$ cat src/rtl/conv_bus_pkg.sv
package conv_bus_pkg;

    typedef enum logic [1:0] {
        ST_IDLE    = 2'd0,
        ST_LAUNCH  = 2'd1,
        ST_LO_READ = 2'd2,
        ST_HI_READ = 2'd3
    } acc_state_t;

    typedef struct packed {
        logic active;   // select and read both asserted
        logic upper;    // byte selector high
    } access_t;

endpackage

$ cat src/rtl/conv_bus_sync.sv
module conv_bus_sync #(
    parameter int          WIDTH   = 3,
    parameter int          STAGES  = 2,
    parameter logic [WIDTH-1:0] RST_VAL = '0
) (
    input  logic             clk,
    input  logic             rst_n,
    input  logic [WIDTH-1:0] async_in,
    output logic [WIDTH-1:0] sync_out
);
    logic [WIDTH-1:0] chain [STAGES];

    genvar s;
    generate
        for (s = 0; s < STAGES; s++) begin : g_stage
            if (s == 0) begin : g_first
                always_ff @(posedge clk or negedge rst_n) begin
                    if (!rst_n) chain[s] <= RST_VAL;
                    else        chain[s] <= async_in;
                end
            end else begin : g_next
                always_ff @(posedge clk or negedge rst_n) begin
                    if (!rst_n) chain[s] <= RST_VAL;
                    else        chain[s] <= chain[s-1];
                end
            end
        end
    endgenerate

    assign sync_out = chain[STAGES-1];
endmodule

$ cat src/rtl/conv_bus_decode.sv
module conv_bus_decode
    import conv_bus_pkg::*;
(
    input  logic    sel_n_s,
    input  logic    rd_n_s,
    input  logic    hi_byte_s,
    output access_t acc
);
    always_comb begin
        acc.active = !sel_n_s && !rd_n_s;
        // byte selector only counts when the chip is selected
        acc.upper  = !sel_n_s && hi_byte_s;
    end
endmodule

$ cat src/rtl/conv_bus_fsm.sv
module conv_bus_fsm
    import conv_bus_pkg::*;
(
    input  logic    clk,
    input  logic    rst_n,
    input  access_t acc,
    input  logic    conv_busy,
    output logic    start,
    output logic    drive,
    output logic    upper_lane
);
    acc_state_t state_q, state_d;
    logic lo_req, hi_req;

    assign lo_req = acc.active && !acc.upper;
    assign hi_req = acc.active &&  acc.upper;

    always_ff @(posedge clk or negedge rst_n) begin
        if (!rst_n) state_q <= ST_IDLE;
        else        state_q <= state_d;
    end

    always_comb begin
        state_d = state_q;
        unique case (state_q)
            ST_IDLE, ST_HI_READ: begin
                if (lo_req)      state_d = conv_busy ? ST_LO_READ : ST_LAUNCH;
                else if (hi_req) state_d = ST_HI_READ;
                else             state_d = ST_IDLE;
            end
            ST_LAUNCH, ST_LO_READ: begin
                if (lo_req)      state_d = ST_LO_READ;
                else if (hi_req) state_d = ST_HI_READ;
                else             state_d = ST_IDLE;
            end
        endcase
    end

    always_comb begin
        start      = 1'b0;
        drive      = 1'b0;
        upper_lane = 1'b0;
        unique case (state_q)
            ST_IDLE:    ;
            ST_LAUNCH:  begin start = 1'b1; drive = 1'b1; end
            ST_LO_READ: drive = 1'b1;
            ST_HI_READ: begin drive = 1'b1; upper_lane = 1'b1; end
        endcase
    end
endmodule

$ cat src/rtl/conv_bus_lanes.sv
module conv_bus_lanes #(
    parameter int RES_W  = 12,
    parameter int BYTE_W = 8
) (
    input  logic             drive,
    input  logic             upper_lane,
    input  logic [RES_W-1:0] result,
    output logic [RES_W-1:0] bus_data
);
    localparam int HI_W  = RES_W - BYTE_W;
    localparam int PAD_W = BYTE_W - HI_W;

    logic [BYTE_W-1:0] low_lane;
    logic [BYTE_W-1:0] packed_hi;

    generate
        if (PAD_W > 0) begin : g_pad
            assign packed_hi = {{PAD_W{1'b0}}, result[RES_W-1:BYTE_W]};
        end else begin : g_nopad
            assign packed_hi = result[RES_W-1:BYTE_W];
        end
    endgenerate

    assign low_lane = upper_lane ? packed_hi : result[BYTE_W-1:0];
    assign bus_data = drive ? {result[RES_W-1:BYTE_W], low_lane} : '0;
endmodule

$ cat src/rtl/conv_bus_if.sv
module conv_bus_if
    import conv_bus_pkg::*;
#(
    parameter int RES_W       = 12,
    parameter int BYTE_W      = 8,
    parameter int SYNC_STAGES = 2
) (
    input  logic             clk,
    input  logic             rst_n,
    input  logic             sel_n,
    input  logic             rd_n,
    input  logic             hi_byte,
    input  logic             conv_busy,
    input  logic [RES_W-1:0] result,
    output logic             conv_start,
    output logic             bus_oe,
    output logic [RES_W-1:0] bus_data
);
    localparam int CTL_W = 3;
    localparam logic [CTL_W-1:0] CTL_IDLE = 3'b110;

    logic [CTL_W-1:0] ctl_s;
    access_t          acc;
    logic             upper_lane;

    conv_bus_sync #(.WIDTH(CTL_W), .STAGES(SYNC_STAGES), .RST_VAL(CTL_IDLE)) u_sync (
        .clk      (clk),
        .rst_n    (rst_n),
        .async_in ({sel_n, rd_n, hi_byte}),
        .sync_out (ctl_s)
    );

    conv_bus_decode u_dec (
        .sel_n_s   (ctl_s[2]),
        .rd_n_s    (ctl_s[1]),
        .hi_byte_s (ctl_s[0]),
        .acc       (acc)
    );

    conv_bus_fsm u_fsm (
        .clk        (clk),
        .rst_n      (rst_n),
        .acc        (acc),
        .conv_busy  (conv_busy),
        .start      (conv_start),
        .drive      (bus_oe),
        .upper_lane (upper_lane)
    );

    conv_bus_lanes #(.RES_W(RES_W), .BYTE_W(BYTE_W)) u_lanes (
        .drive      (bus_oe),
        .upper_lane (upper_lane),
        .result     (result),
        .bus_data   (bus_data)
    );
endmodule

$ cat config.mk
export PLATFORM = sky130hd
export DESIGN_NAME = conv_bus_if
export DESIGN_NICKNAME = d
export VERILOG_FILES = /design/src/rtl/conv_bus_pkg.sv /design/src/rtl/conv_bus_sync.sv /design/src/rtl/conv_bus_decode.sv /design/src/rtl/conv_bus_fsm.sv /design/src/rtl/conv_bus_lanes.sv /design/src/rtl/conv_bus_if.sv
export SDC_FILE = /design/constraint.sdc
export NUM_CORES = 1
export LEC_CHECK = 0
export CORE_AREA = 2 2 39 41
export DETAILED_ROUTE_END_ITERATION = 12
export DIE_AREA = 0 0 41 43
export DONT_BUFFER_PORTS = 1
export PLACE_DENSITY = 0.51
export SKIP_LAST_GASP = 1
export SLEW_MARGIN = 20
export SYNTH_ARGS = -nofsm -noshare
export SYNTH_HDL_FRONTEND = slang
export SYNTH_SLANG_ARGS = --single-unit
$ cat constraint.sdc
create_clock -name clk -period 2.77 [get_ports clk]
set_clock_uncertainty 0.15 [all_clocks]
set_input_delay 0.554 -clock clk [delete_from_list [all_inputs] [get_ports clk]]
set_output_delay 0.554 -clock clk [all_outputs]
set_load 0.05 [all_outputs]
# Word level (Yosys, flattened, before mapping)
# Index checks and enable logic that the tools add are counted.
[word_totals]
register_bits = 8
input_bits = 18
output_inout_bits = 14
wordCells = 27
[op_classes]
eq_ne = 3
mux = 10
reduce_logical = 11
[op_table]
columns = ["op", "n"]
rows = [
  ["$mux 12", 1],
  ["$mux 2", 4],
  ["$mux 8", 1],
  ["$eq 2x2->1 const B", 2],
  ["$logic_and 1x1->1", 4],
  ["$pmux 2 s2", 1],
  ["$reduce_or 2->1", 2],
  ["$logic_not 1->1", 3],
  ["$mux 1", 3],
  ["$reduce_or 3->1", 1],
  ["$eq 2x1->1 const B", 1],
  ["$logic_not 2->1", 1],
]

# Logic depth before layout (Yosys ltp)
[depth]
ltp_word = 6
mapped_depth = 5
mapped_depth_nobuf = 4

# Hierarchy
# From an unflattened synthesis, not the netlist that was laid out.
[unflattened]
hier_cells = 40
area_unflattened_um2 = 444.2
[by_module_without_submodules]
columns = ["module", "instances", "cells_each", "area_per_inst_um2"]
rows = [
  ["conv_bus_sync", 1, 9, 177.7],
  ["conv_bus_lanes", 1, 18, 137.6],
  ["conv_bus_fsm", 1, 11, 118.9],
  ["conv_bus_decode", 1, 2, 10.0],
]

# Worst setup path before layout
# Ideal clock, no wire load.
[synth_timing]
kind = "register to output"
start = "reg u_fsm.state_q[0]"
end = "out bus_data[0]"
arrival_ns = 1.469
t_required_ns = 2.066
setup_slack_ns = 0.597
path_stages_with_launch = 5
path_buffers = 1
path_cell_list = "dfrtp_1 ha_1 buf_6 mux2i_1 nor2_1"
[synth_via]
elab_chain_cells = 4
[synth_lines]
columns = ["item", "line_no", "text"]
rows = [
  ["start: declaration", "conv_bus_fsm.sv:12", "acc_state_t state_q, state_d;"],
  ["start signal: assignment", "conv_bus_fsm.sv:20", "else state_q <= state_d;"],
  ["$eq 2x2->1 or $eq 2x1->1 (tied branches)", "conv_bus_fsm.sv:43", "unique case (state_q)"],
  ["$reduce_or 3->1 (no line) or $mux 1 (tied branches)", "-", ""],
  ["$mux 1 or $mux 8 (tied branches)", "conv_bus_fsm.sv:43, conv_bus_lanes.sv:24", ""],
  ["$mux 12 (*)", "conv_bus_lanes.sv:25", "assign bus_data = drive ? {result[RES_W-1:BYTE_W], low_lane} : '0;"],
  ["end: declaration", "conv_bus_if.sv:17", "output logic [RES_W-1:0] bus_data"],
]
# Mark *: on every way between the ends. The rest lies on a longest branch, timed or not.

# Worst setup path in the final report
[layout_timing]
start = "reg u_fsm.state_q[0]"
end = "out bus_data[5]"
# Same word-level chain as after synthesis.

==> flow_summary.toml <==
[outcome]
outcome = "completed"

[sta]
fin_crit_sh = 0.826
timing.hold.ws_ps = 156
rsz0062_at_grt = "false"
hold_viol = 0
fin_ws_ps = 482
report.final.slew_viol_count = 0
slew_headroom = 0.670
finalSetupTns_ps = 0
finalCriticalPeriod_ps = 2290
worst_slew_pin_slew_ps = 497
fmax_mhz = 437
setup_viol = 0

[worst_hold_path]
hold_path.class = "in2reg"

[critical_path]
critPathKind = "reg2out"
start_kind = "register"
r2r-end = "u_fsm.state_q[1]"
r2r_slack_ps = 1560
reg2reg_depth = 3
critical_path_required_ps = 2070
cp-startpoint = "u_fsm.state_q[0]"
critPathArrivalTime_ps = 1580
end_kind = "primary output"
critPathCapture = "bus_data[5]"
worstPathMaxFanout = 10
r2r-start = "u_fsm.state_q[0]"

[layout]
area_delta_synth_final_pct = 22.5
stdcell_count = 64
fillCellCount = 145
multiInputGateArea_sq_um = 178
final_nets = 70
register_area_sq_um = 205
drive_above_1_share = 0.354
num_antenna_cells = 0

[synthesis]
synth-edff-count = 0
ys_async_sr_fraction = 1.00
ys_types = 13
synthTopCellsByArea = "dfstp_2, dfrtp_1, mux2i_1, ha_1, and2_1"
yosysTopAreaCell = "dfstp_2"
synth-seq-cells = 8
synthesis.nets = 58
yosys_warnings = 0
syn_inst = 37
seq_area_frac_synth = 0.492
syn_area_per_cell_sq_um = 11.3
ys.flop_type = "dfstp_2"
syn_area_sq_um = 417
synth_top_area_frac = 0.252
yosysMostFrequentCell = "nor2_1"

[clocking]
clock_sinks = 8
cts_setup_buffers = 0
cts_resized = 0
ctsHoldBuffers = 1
clk_latency_ps = 250
clk_path_buf_depth = 2
clk_pin_slew_ps = 50
tritoncts = "yes"
root_buffer = "clkbuf_4"
cts_buffers = 3
cts_max_level = 1

[grt]
grt_max_degree = 11
grt.total_usage = 0.108
grt_pass1_vias = 282
overflow = 0
grt_pass1_wl_mm = 1.21
antenna_found_initial = 0

[place]
placed_cells = 59
hpwl_um = 702
portBuffers = 0
dp_slack_ps = 729
place.gp.congestion = 0.599

[die]
die_area_sq_um = 1760
fp.dieW_um = 41
start_util = 0.301
fp.dieH_um = 43
rows = 14
num_io_pins = 32
core_area_sq_um = 1380

[pwr]
power_density_nw_per_um2 = 605
fin_total_pwr_mw = 0.309
ir_drop_v = 0.000248
power.leakage_nw = 0.233

[detailed_routing]
drt_iter0_markers = 1
drt_pass1_iterations = 4
wl_per_cell_um = 12.5
drc = 0
via_per_inst = 4.30
vias = 275
drt-total-wl_um = 802
antenna_left = 0

[flow_run]
maxCapViolCount = 0
-- metal layers --
metal | share of wire | up-vias | track usage
li1 | - | 135 | -
met1 | 0.32 | 134 | 0.104
met2 | 0.63 | 6 | 0.178
met3 | 0.044 | 0 | 0.0314
met4 | 0 | 0 | 0.0800
met5 | 0 | - | 0
-- cells in the final DEF, fill, tap and decap left out --
cell	Yosys	layout
and2_1	4	4
buf_4	0	8
clkbuf_1	0	1
clkbuf_4	0	3
dfrtp_1	4	4
dfstp_2	4	4
dlygate4sd3_1	0	1
ha_1	3	3
inv_1	2	2
inv_2	1	1
mux2i_1	4	4
nor2_1	6	6
nor2_4	1	1
nor2b_1	4	4
o21a_1	1	1
o31a_1	1	1
-- cells by family (layout without fill, tap and decap cells) --
kind of cell               after synthesis  in the layout  synth area share
muxes                                    4              4            0.0961
and+or+nand+nor                         15             15             0.201
adders and majority gates                3              3            0.0901
buffers and inverters                    5             16            0.0811
AOI/OAI and AO/OA                        2              2            0.0390
DFF                                      8              8             0.493
-- per-stage QoR --
step	cell area (sq um)	utilization
floorplan	417	-
global placement	474	0.343
detailed placement	474	0.343
CTS	510	0.369
global route	510	0.369
finish	510	0.369
-- where the power goes --
part	switching [mW]	leakage [nW]	internal (mW)
registers	0.00229	0.0917	0.125
clock network	0.0364	0.0150	0.0549
logic	0.0678	0.126	0.0222
total	0.107	0.233	0.203
-- flip-flops by register name (all words and copies together), names as in the netlist --
name,flops
u_sync.chain,3
u_sync.sync_out,3
u_fsm.state_q,2
-- worst min-delay path by stage --
stage	slack [ps]	startpoint	cells past startpoint	endpoint
after floorplan	110	rst_n	0	u_fsm.state_q[0]
after detailed placement	110	rst_n	0	u_sync.chain[3]
final	160	sel_n	0	u_sync.chain[5]
after global placement	110	rst_n	0	u_sync.chain[3]
after global routing	130	sel_n	0	u_sync.chain[5]
after CTS	140	sel_n	0	u_sync.chain[5]
-- worst max-delay path, cell delays in order, from the launching register on --
cell,delay [ps]
dfrtp_1,360
inv_1,50
ha_1,330
nor2_4,140
and2_1,450
-- final cells by class --
class | instances | share of cell area
flip-flops and latches | 8 | 0.402
repair buffers | 9 | 0.137
multi-input cells | 24 | 0.348
inverters | 3 | 0.0221
clock buffers | 4 | 0.0515
well taps | 16 | 0.0392
Power figures use the tool's default switching activity.
